--- src/rtl/center_pwm_pkg.sv ---
`timescale 1ns/1ps
package center_pwm_pkg;
  // ceiling source codes; the order is decoded by the counter
  localparam logic [2:0] SEL_FIX8   = 3'd0;
  localparam logic [2:0] SEL_FIX9   = 3'd1;
  localparam logic [2:0] SEL_FIX10  = 3'd2;
  localparam logic [2:0] SEL_PERIOD = 3'd3;
  localparam logic [2:0] SEL_CMPA   = 3'd4;

  // pin mode: bit 1 connects, bit 0 inverts
  function automatic logic pin_drive(input logic [1:0] om, input logic wave);
    return om[1] ? (wave ^ om[0]) : 1'b0;
  endfunction
endpackage

--- src/rtl/pwm_ramp_counter.sv ---
`timescale 1ns/1ps
module pwm_ramp_counter
  import center_pwm_pkg::*;
#(
  parameter int CNT_W = 16
) (
  input  logic             clk,
  input  logic             rst,
  input  logic             tick,
  input  logic [2:0]       mode,
  input  logic [CNT_W-1:0] period_in,
  input  logic [CNT_W-1:0] cmp_a_act,
  output logic [CNT_W-1:0] cnt,
  output logic             dir_up,
  output logic [CNT_W-1:0] ceil_val,
  output logic             turn_top,
  output logic             turn_bot
);
  localparam logic [CNT_W-1:0] CEIL8  = CNT_W'(32'd255);
  localparam logic [CNT_W-1:0] CEIL9  = CNT_W'(32'd511);
  localparam logic [CNT_W-1:0] CEIL10 = CNT_W'(32'd1023);
  localparam logic [CNT_W-1:0] ONE    = CNT_W'(32'd1);

  logic [CNT_W-1:0] period_act;

  always_comb begin
    case (mode)
      SEL_FIX9:   ceil_val = CEIL9;
      SEL_FIX10:  ceil_val = CEIL10;
      SEL_PERIOD: ceil_val = period_act;
      SEL_CMPA:   ceil_val = cmp_a_act;
      default:    ceil_val = CEIL8;
    endcase
  end

  assign turn_top = tick & dir_up & (cnt >= ceil_val);
  assign turn_bot = tick & ~dir_up & (cnt == '0);

  always_ff @(posedge clk) begin
    if (rst) begin
      cnt        <= '0;
      dir_up     <= 1'b1;
      period_act <= '0;
    end else if (tick) begin
      if (dir_up) begin
        if (cnt >= ceil_val) begin
          dir_up <= 1'b0;
          cnt    <= (cnt == '0) ? cnt : cnt - ONE;
        end else begin
          cnt <= cnt + ONE;
        end
      end else begin
        if (cnt == '0) begin
          dir_up <= 1'b1;
          cnt    <= cnt + ONE;
        end else begin
          cnt <= cnt - ONE;
        end
      end
      if (turn_top) period_act <= period_in;
    end
  end
endmodule

--- src/rtl/pwm_channel.sv ---
`timescale 1ns/1ps
module pwm_channel
  import center_pwm_pkg::*;
#(
  parameter int CNT_W = 16
) (
  input  logic             clk,
  input  logic             rst,
  input  logic             tick,
  input  logic             load,
  input  logic [CNT_W-1:0] cnt,
  input  logic             dir_up,
  input  logic [CNT_W-1:0] ceil_val,
  input  logic [CNT_W-1:0] cmp_in,
  input  logic [1:0]       outmode,
  output logic [CNT_W-1:0] cmp_act,
  output logic             match,
  output logic             pin
);
  logic wave, wave_n;

  assign match = tick & (cnt == cmp_act);

  always_comb begin
    wave_n = wave;
    if (match) begin
      if (cnt == '0)            wave_n = 1'b0;
      else if (cnt >= ceil_val) wave_n = 1'b1;
      else                      wave_n = ~dir_up;
    end
  end

  always_ff @(posedge clk) begin
    if (rst) begin
      cmp_act <= '0;
      wave    <= 1'b1;
      pin     <= 1'b0;
    end else begin
      if (load) cmp_act <= cmp_in;
      wave <= wave_n;
      pin  <= pin_drive(outmode, wave_n);
    end
  end
endmodule

--- src/rtl/center_pwm_timer.sv ---
`timescale 1ns/1ps
module center_pwm_timer
  import center_pwm_pkg::*;
#(
  parameter int CNT_W = 16
) (
  input  logic             clk,
  input  logic             rst,
  input  logic             tick,
  input  logic [2:0]       mode,
  input  logic [CNT_W-1:0] period_in,
  input  logic [CNT_W-1:0] cmp_a_in,
  input  logic [CNT_W-1:0] cmp_b_in,
  input  logic [1:0]       outmode_a,
  input  logic [1:0]       outmode_b,
  input  logic             clr_bot,
  input  logic             clr_top,
  input  logic             clr_a,
  input  logic             clr_b,
  output logic [CNT_W-1:0] cnt,
  output logic             pwm_a,
  output logic             pwm_b,
  output logic             flag_bot,
  output logic             flag_top,
  output logic             flag_a,
  output logic             flag_b
);
  localparam int NUM_CH = 2;

  logic             dir_up, turn_top, turn_bot;
  logic [CNT_W-1:0] ceil_val;
  logic [CNT_W-1:0] cmp_in_v  [NUM_CH];
  logic [CNT_W-1:0] cmp_act_v [NUM_CH];
  logic [1:0]       om_v      [NUM_CH];
  logic [NUM_CH-1:0] match_v, pin_v, clr_v, flag_v;

  assign cmp_in_v[0] = cmp_a_in;
  assign cmp_in_v[1] = cmp_b_in;
  assign om_v[0]     = outmode_a;
  assign om_v[1]     = outmode_b;
  assign clr_v       = {clr_b, clr_a};

  pwm_ramp_counter #(.CNT_W(CNT_W)) u_ramp (
    .clk(clk), .rst(rst), .tick(tick), .mode(mode),
    .period_in(period_in), .cmp_a_act(cmp_act_v[0]),
    .cnt(cnt), .dir_up(dir_up), .ceil_val(ceil_val),
    .turn_top(turn_top), .turn_bot(turn_bot)
  );

  for (genvar g = 0; g < NUM_CH; g++) begin : g_ch
    pwm_channel #(.CNT_W(CNT_W)) u_ch (
      .clk(clk), .rst(rst), .tick(tick), .load(turn_top),
      .cnt(cnt), .dir_up(dir_up), .ceil_val(ceil_val),
      .cmp_in(cmp_in_v[g]), .outmode(om_v[g]),
      .cmp_act(cmp_act_v[g]), .match(match_v[g]), .pin(pin_v[g])
    );

    always_ff @(posedge clk) begin
      if (rst) flag_v[g] <= 1'b0;
      else     flag_v[g] <= match_v[g] | (flag_v[g] & ~clr_v[g]);
    end
  end

  assign pwm_a  = pin_v[0];
  assign pwm_b  = pin_v[1];
  assign flag_a = flag_v[0];
  assign flag_b = flag_v[1];

  always_ff @(posedge clk) begin
    if (rst) begin
      flag_bot <= 1'b0;
      flag_top <= 1'b0;
    end else begin
      flag_bot <= turn_bot | (flag_bot & ~clr_bot);
      flag_top <= (turn_top & (mode == SEL_PERIOD)) | (flag_top & ~clr_top);
    end
  end
endmodule

--- config.mk ---
export PLATFORM = sky130hd
export DESIGN_NAME = center_pwm_timer
export DESIGN_NICKNAME = d
export VERILOG_FILES = /design/src/rtl/center_pwm_pkg.sv /design/src/rtl/pwm_ramp_counter.sv /design/src/rtl/pwm_channel.sv /design/src/rtl/center_pwm_timer.sv
export SDC_FILE = /design/constraint.sdc
export NUM_CORES = 1
export LEC_CHECK = 0
export BUFFER_PORTS_ARGS = -buffer_cell sky130_fd_sc_hd__buf_2
export CORE_MARGIN = 2
export CORE_UTILIZATION = 40
export DETAILED_ROUTE_END_ITERATION = 10
export HOLD_SLACK_MARGIN = 0.02
export PLACE_DENSITY = 0.57
export SLEW_MARGIN = 20
export SYNTH_ARGS = -nofsm -noshare
export SYNTH_HDL_FRONTEND = slang
export SYNTH_SLANG_ARGS = --single-unit
--- constraint.sdc ---
create_clock -name clk -period 4.68 [get_ports clk]
set_clock_uncertainty 0.05 [all_clocks]
set_input_delay 0.936 -clock clk [delete_from_list [all_inputs] [get_ports clk]]
set_output_delay 0.936 -clock clk [all_outputs]
set_load 0.05 [all_outputs]
After elaboration in Yosys (flattened, before gate mapping)

Cells that the tools add are included.

Reductions and logical operators: 5
Divide/modulo/power cells: 0
Multiplexer cells: 12
Bitwise logic cells: 24
Shift-type cells: 0
$add $sub $neg: 2
Equal/unequal tests: 7
Multipliers: 0
$lt $le $gt $ge: 1

Operators by type and width:

| operator                | number |
|---|---|
| $mux W16                | 4 |
| $pmux W16 S4            | 1 |
| $eq A16 B16 Y1          | 2 |
| $add A16 B1 Y16 const B | 1 |
| $ge A16 B16 Y1          | 1 |
| $logic_not A16 Y1       | 1 |
| $sub A16 B1 Y16 const B | 1 |
| $and A1 B1 Y1           | 11 |
| $mux W1                 | 7 |
| $not A1 Y1              | 7 |
| $eq A3 B2 Y1 const B    | 2 |
| $or A1 B1 Y1            | 4 |
| $reduce_and A2 Y1       | 2 |
| $reduce_or A2 Y1        | 2 |
| $eq A3 B1 Y1 const B    | 1 |
| $eq A3 B3 Y1 const B    | 1 |
| $ne A3 B3 Y1 const B    | 1 |
| $xor A1 B1 Y1           | 2 |

RAM bits: 0
Flip-flop bits (word level): 73
Bits in latches: 0
Input port bits: 62
ROM bits: 0
Memories kept: 0
Logic and storage cells: 64

Longest topological paths before layout

Depth after elaboration: 7
Gate-level depth with buffers: 15

Cells and area by module

From an unflattened synthesis, not the netlist that was laid out.

Cell total of the unflattened synthesis: 622
Area, all modules: 5290.1 µm²

Modules (own cells, without submodules):

| module           | instances | area each (µm²) | sequential area each (µm²) | cells each |
|---|---|---|---|---|
| pwm_channel      | 2         | 1291.2          | 360.3                      | 144 |
| pwm_ramp_counter | 1         | 2562.5          | 660.6                      | 318 |
| center_pwm_timer | 1         | 145.1           | 80.1                       | 16 |

Least setup slack after synthesis

OpenSTA, ideal clock, no wires.

Path kind: input to register
Start point: input mode[1]
End point: register g_ch[1].u_ch.cmp_act[10]
Path slack: 960 ps
Data arrival time: 3599 ps
Stages on the path: 15
Data required time: 4560 ps
Cell sequence: nor2_1 -> and2_1 -> clkbuf_1 -> a22oi_1 -> ha_1 -> nand4_1 -> nor3_1 -> o2111ai_1 -> nand3_1 -> and3_1 -> clkbuf_1 -> clkbuf_1 -> buf_1 -> nand2_1 -> a21oi_1

Cells in the longest elaborated chain, start to end: 4
Elaborated cells on any way between the ends: 7
Classes of those cells: 1 x order compare; 4 x eq/ne; 1 x mux; 1 x bitwise

RTL lines:

| what                                       | RTL line               | RTL |
|---|---|---|
| from (decl)                                | center_pwm_timer.sv:10 | `input logic [2:0] mode,` |
| $eq A3 B3 Y1, or another cell as far along | pwm_ramp_counter.sv:27 | `case (mode)` |
| $pmux W16 S4 *                             | pwm_ramp_counter.sv:27 |  |
| $ge A16 B16 Y1 *                           | pwm_ramp_counter.sv:36 | `assign turn_top = tick & dir_up & (cnt >= ceil_val);` |
| $and A1 B1 Y1 *                            | pwm_ramp_counter.sv:36 |  |
| to (signal assigned)                       | pwm_channel.sv:39      | `if (load) cmp_act <= cmp_in;` |
| to (decl)                                  | pwm_channel.sv:16      | `output logic [CNT_W-1:0] cmp_act,` |

Mark *: on every way between the ends. The rest lies on a longest branch, timed or not.
A chain may end at the register's enable or synchronous reset.

Worst setup path in the final report

Start point: input mode[0]
End point: register u_ramp.cnt[14]

Cells in the longest elaborated chain, start to end: 5
Elaborated cells on any way between the ends: 10
Classes of those cells: 1 x order compare; 5 x eq/ne; 3 x mux; 1 x reduce/logical

RTL lines:

| what                                                           | RTL line               | RTL |
|---|---|---|
| $eq A3 B3 Y1, or another cell as far along                     | pwm_ramp_counter.sv:27 |  |
| $pmux W16 S4 *                                                 | pwm_ramp_counter.sv:27 |  |
| $ge A16 B16 Y1 *                                               | pwm_ramp_counter.sv:46 | `if (cnt >= ceil_val) begin` |
| $ne A3 B3 Y1 (no line) / $mux W16 (equally long branches)      | --                     |  |
| $reduce_and A2 Y1 (no line) / $mux W16 (equally long branches) | --                     |  |
| to (signal assigned)                                           | pwm_ramp_counter.sv:48 | `cnt <= (cnt == '0) ? cnt : cnt - ONE;` |
| to (signal assigned)                                           | pwm_ramp_counter.sv:50 | `cnt <= cnt + ONE;` |
| to (signal assigned)                                           | pwm_ramp_counter.sv:55 | `cnt <= cnt + ONE;` |
| to (decl)                                                      | pwm_ramp_counter.sv:13 | `output logic [CNT_W-1:0] cnt,` |

Marks and branches as above.

==> results.ini <==
[status]
status=finished, final reports clean

[placed_design]
port_buffers=83
place_ws_ns=0.374
dp.cells=741
place.gp.congestion=0.888
place_hpwl_um=9210

[worst_setup_path]
critPathArrivalTime_ns=4.13
worstSetupPathType=in2reg
crit_path_start_kind=primary input
reg2reg_depth=10
worst-path-max-fanout=9
worstPathRequired_ns=4.88
endpoint_kind=flop

[sta]
fin_hold_ws_ns=0.405
finalSetupViolations=0
worst_pin_slew_ns=0.774
slew_viol_final=0
maxSlewHeadroom=0.484
grt_setup_unrepaired=no
tns_ns=0
final_hold_viol_count=0
period_share=0.839
fin_crit_ns=3.93
fmax_mhz=255
setup_ws_ns=0.753

[logic_synthesis]
syn_area_um2=4240
ys_seq_elements=73
synthArstFlopShare=0
synth_nets=638
ys_types=61
synth_top_area_share=0.344
yosys.area.top_type=dfxtp_1
ys.flop_type=dfxtp_1
syn_area_per_cell_um2=7.62
netlist_instances=557
synth-edff-count=0
yosys_warnings=0
synthTopCellsByArea=dfxtp_1 34%, nand2_1 11%, a21oi_1 8.5%
ys_seq_area_frac=0.344

[cts]
htreeDepth=3
clockBufferDepth=2
clockRootBuffer=clkbuf_8
clk_latency_ns=0.36
cts_inserted_buffers=9
ctsHoldBuffers=0
cts_sinks=73
cts_tree=yes
post_cts_buffers=0
cts.clk_slew.worst_paths_ns=0.07
post_cts_resized=0

[final_layout]
fillers=1067
num_antenna_cells=0
seqCellArea_um2=1460
syn_to_final_growth_pct=15.5
post-route-util=0.475
drive_above_1_share=0.190
layout_common_cells=123 x nand2_1, 83 x buf_2, 73 x dfxtp_1
multi_input_area_um2=2530
final_nets=697
fin_cells=757
layout_commonest_cell=nand2_1

[global_routing]
grt_use_total=0.231
grt_use_met2=0.367
antenna_found_initial=0
met1_usage=0.308
grt_use_met3=0.0395
grt_pass1_wl_um=20400
grt_max_degree=49
top_usage_layer=met2
gr-total-overflow=0
grt_pass1_vias=4095

[pwr]
p_leak_nw=1.98
p_switching_mw=1.96
switching_share=0.500
ir_worst_vdd_v=0.000358
seqPwrFrac=0.293
pwr-share-clk=0.135
comb_power_share=0.572
internal_power_mw=1.96
p_per_area_nw_per_um2=800

[floorplan]
core_um2=10300
die_h_um=107
rows=37
start_util=0.411
die_w_um=107
pin_count=84
die_area_um2=11400

[route]
vias=4165
drtIter0Drc=256
wl_per_cell_um=16.5
first_pass_iters=4
viasPerCell=5.50
drt_wl_total_um=12500
drc=0
postRouteAntennaNets=0

[job]
max-cap-violations=0

[worst_hold_path]
hold_depth=2
min-delay-path-class=reg2reg

power groups by stage:
stage	sequential, mW	clock [mW]	combinational, mW
floorplan	1.20	0	1.64
global placement	1.16	0	2.18
detailed placement	1.16	0	2.22
CTS	1.15	0.539	2.23
global route	1.18	0.566	2.49
finish	1.15	0.529	2.24
stage by stage:
step / instance area, um^2 / power, mW
floorplan: 4240 / 2.83
global placement: 4690 / 3.34
detailed placement: 4690 / 3.39
CTS: 4900 / 3.92
global route: 4900 / 4.24
finish: 4900 / 3.92
sequential cells by signal, summed over array words and instances, names as in the netlist, 2 cells and up:
signal,cells
g_ch.u_ch.cmp_act,32
u_ramp.cnt,16
u_ramp.period_act,16
g_ch.u_ch.pin,2
g_ch.u_ch.wave,2
area by class of cell:
class,count,share of cell area
clock buffers,14,0.0352
clock inverters,2,0.00715
inverters,12,0.00919
multi-input cells,428,0.517
flip-flops and latches,73,0.298
well taps,136,0.0347
repair buffers,92,0.0985
cell families after synthesis:
kind of cell,after synthesis,synth area share
AO/OA/AOI/OAI,127,0.184
multiplexers,8,0.0215
adder cells (fa/ha/maj),19,0.0560
XOR/XNOR,35,0.0723
buffers and inverters,56,0.0584
AND/OR/NAND/NOR,239,0.263
flip-flops,73,0.344
routing by layer:
layer,vias up,routed length (um)
met5,-,0
met4,0,236
met3,19,628
met2,114,5740
met1,1966,5870
li1,2066,-
critical path, stage by stage:
cell and delay (ns):
buf_2 0.11, nand2_1 0.07, nor2_1 0.35, a22oi_1 0.19, ha_1 0.32, nand4_1 0.15, nor3_1 0.31, o2111ai_1 0.26
and4_1 0.43, nor2_1 0.47, a311oi_1 0.19, a311o_1 0.34
cell usage after synthesis (all sizes together), types with 7 or more instances:
library cell,count
clkbuf,33
or3,10
nand3,22
xnor2,27
nor2,22
o21ai,9
buf,11
a22oi,8
a21oi,72
ha,19
xor2,8
nand2,123
inv,12
o22ai,7
nor3,18
nand4,9
dfxtp,73
worst paths after layout:
kind,from,to,slack (ns)
max reg2reg,u_ramp.cnt[0]$_SDFFE_PP0P_,u_ramp.cnt[2]$_SDFFE_PP0P_,1.20
min reg2reg,u_ramp.period_act[9]$_SDFFE_PP0P_,u_ramp.period_act[9]$_SDFFE_PP0P_,0.41
max,mode[0],u_ramp.cnt[14]$_SDFFE_PP0P_,0.75
min,u_ramp.period_act[9]$_SDFFE_PP0P_,u_ramp.period_act[9]$_SDFFE_PP0P_,0.41
Note: power is estimated with default switching activity, not from simulation.
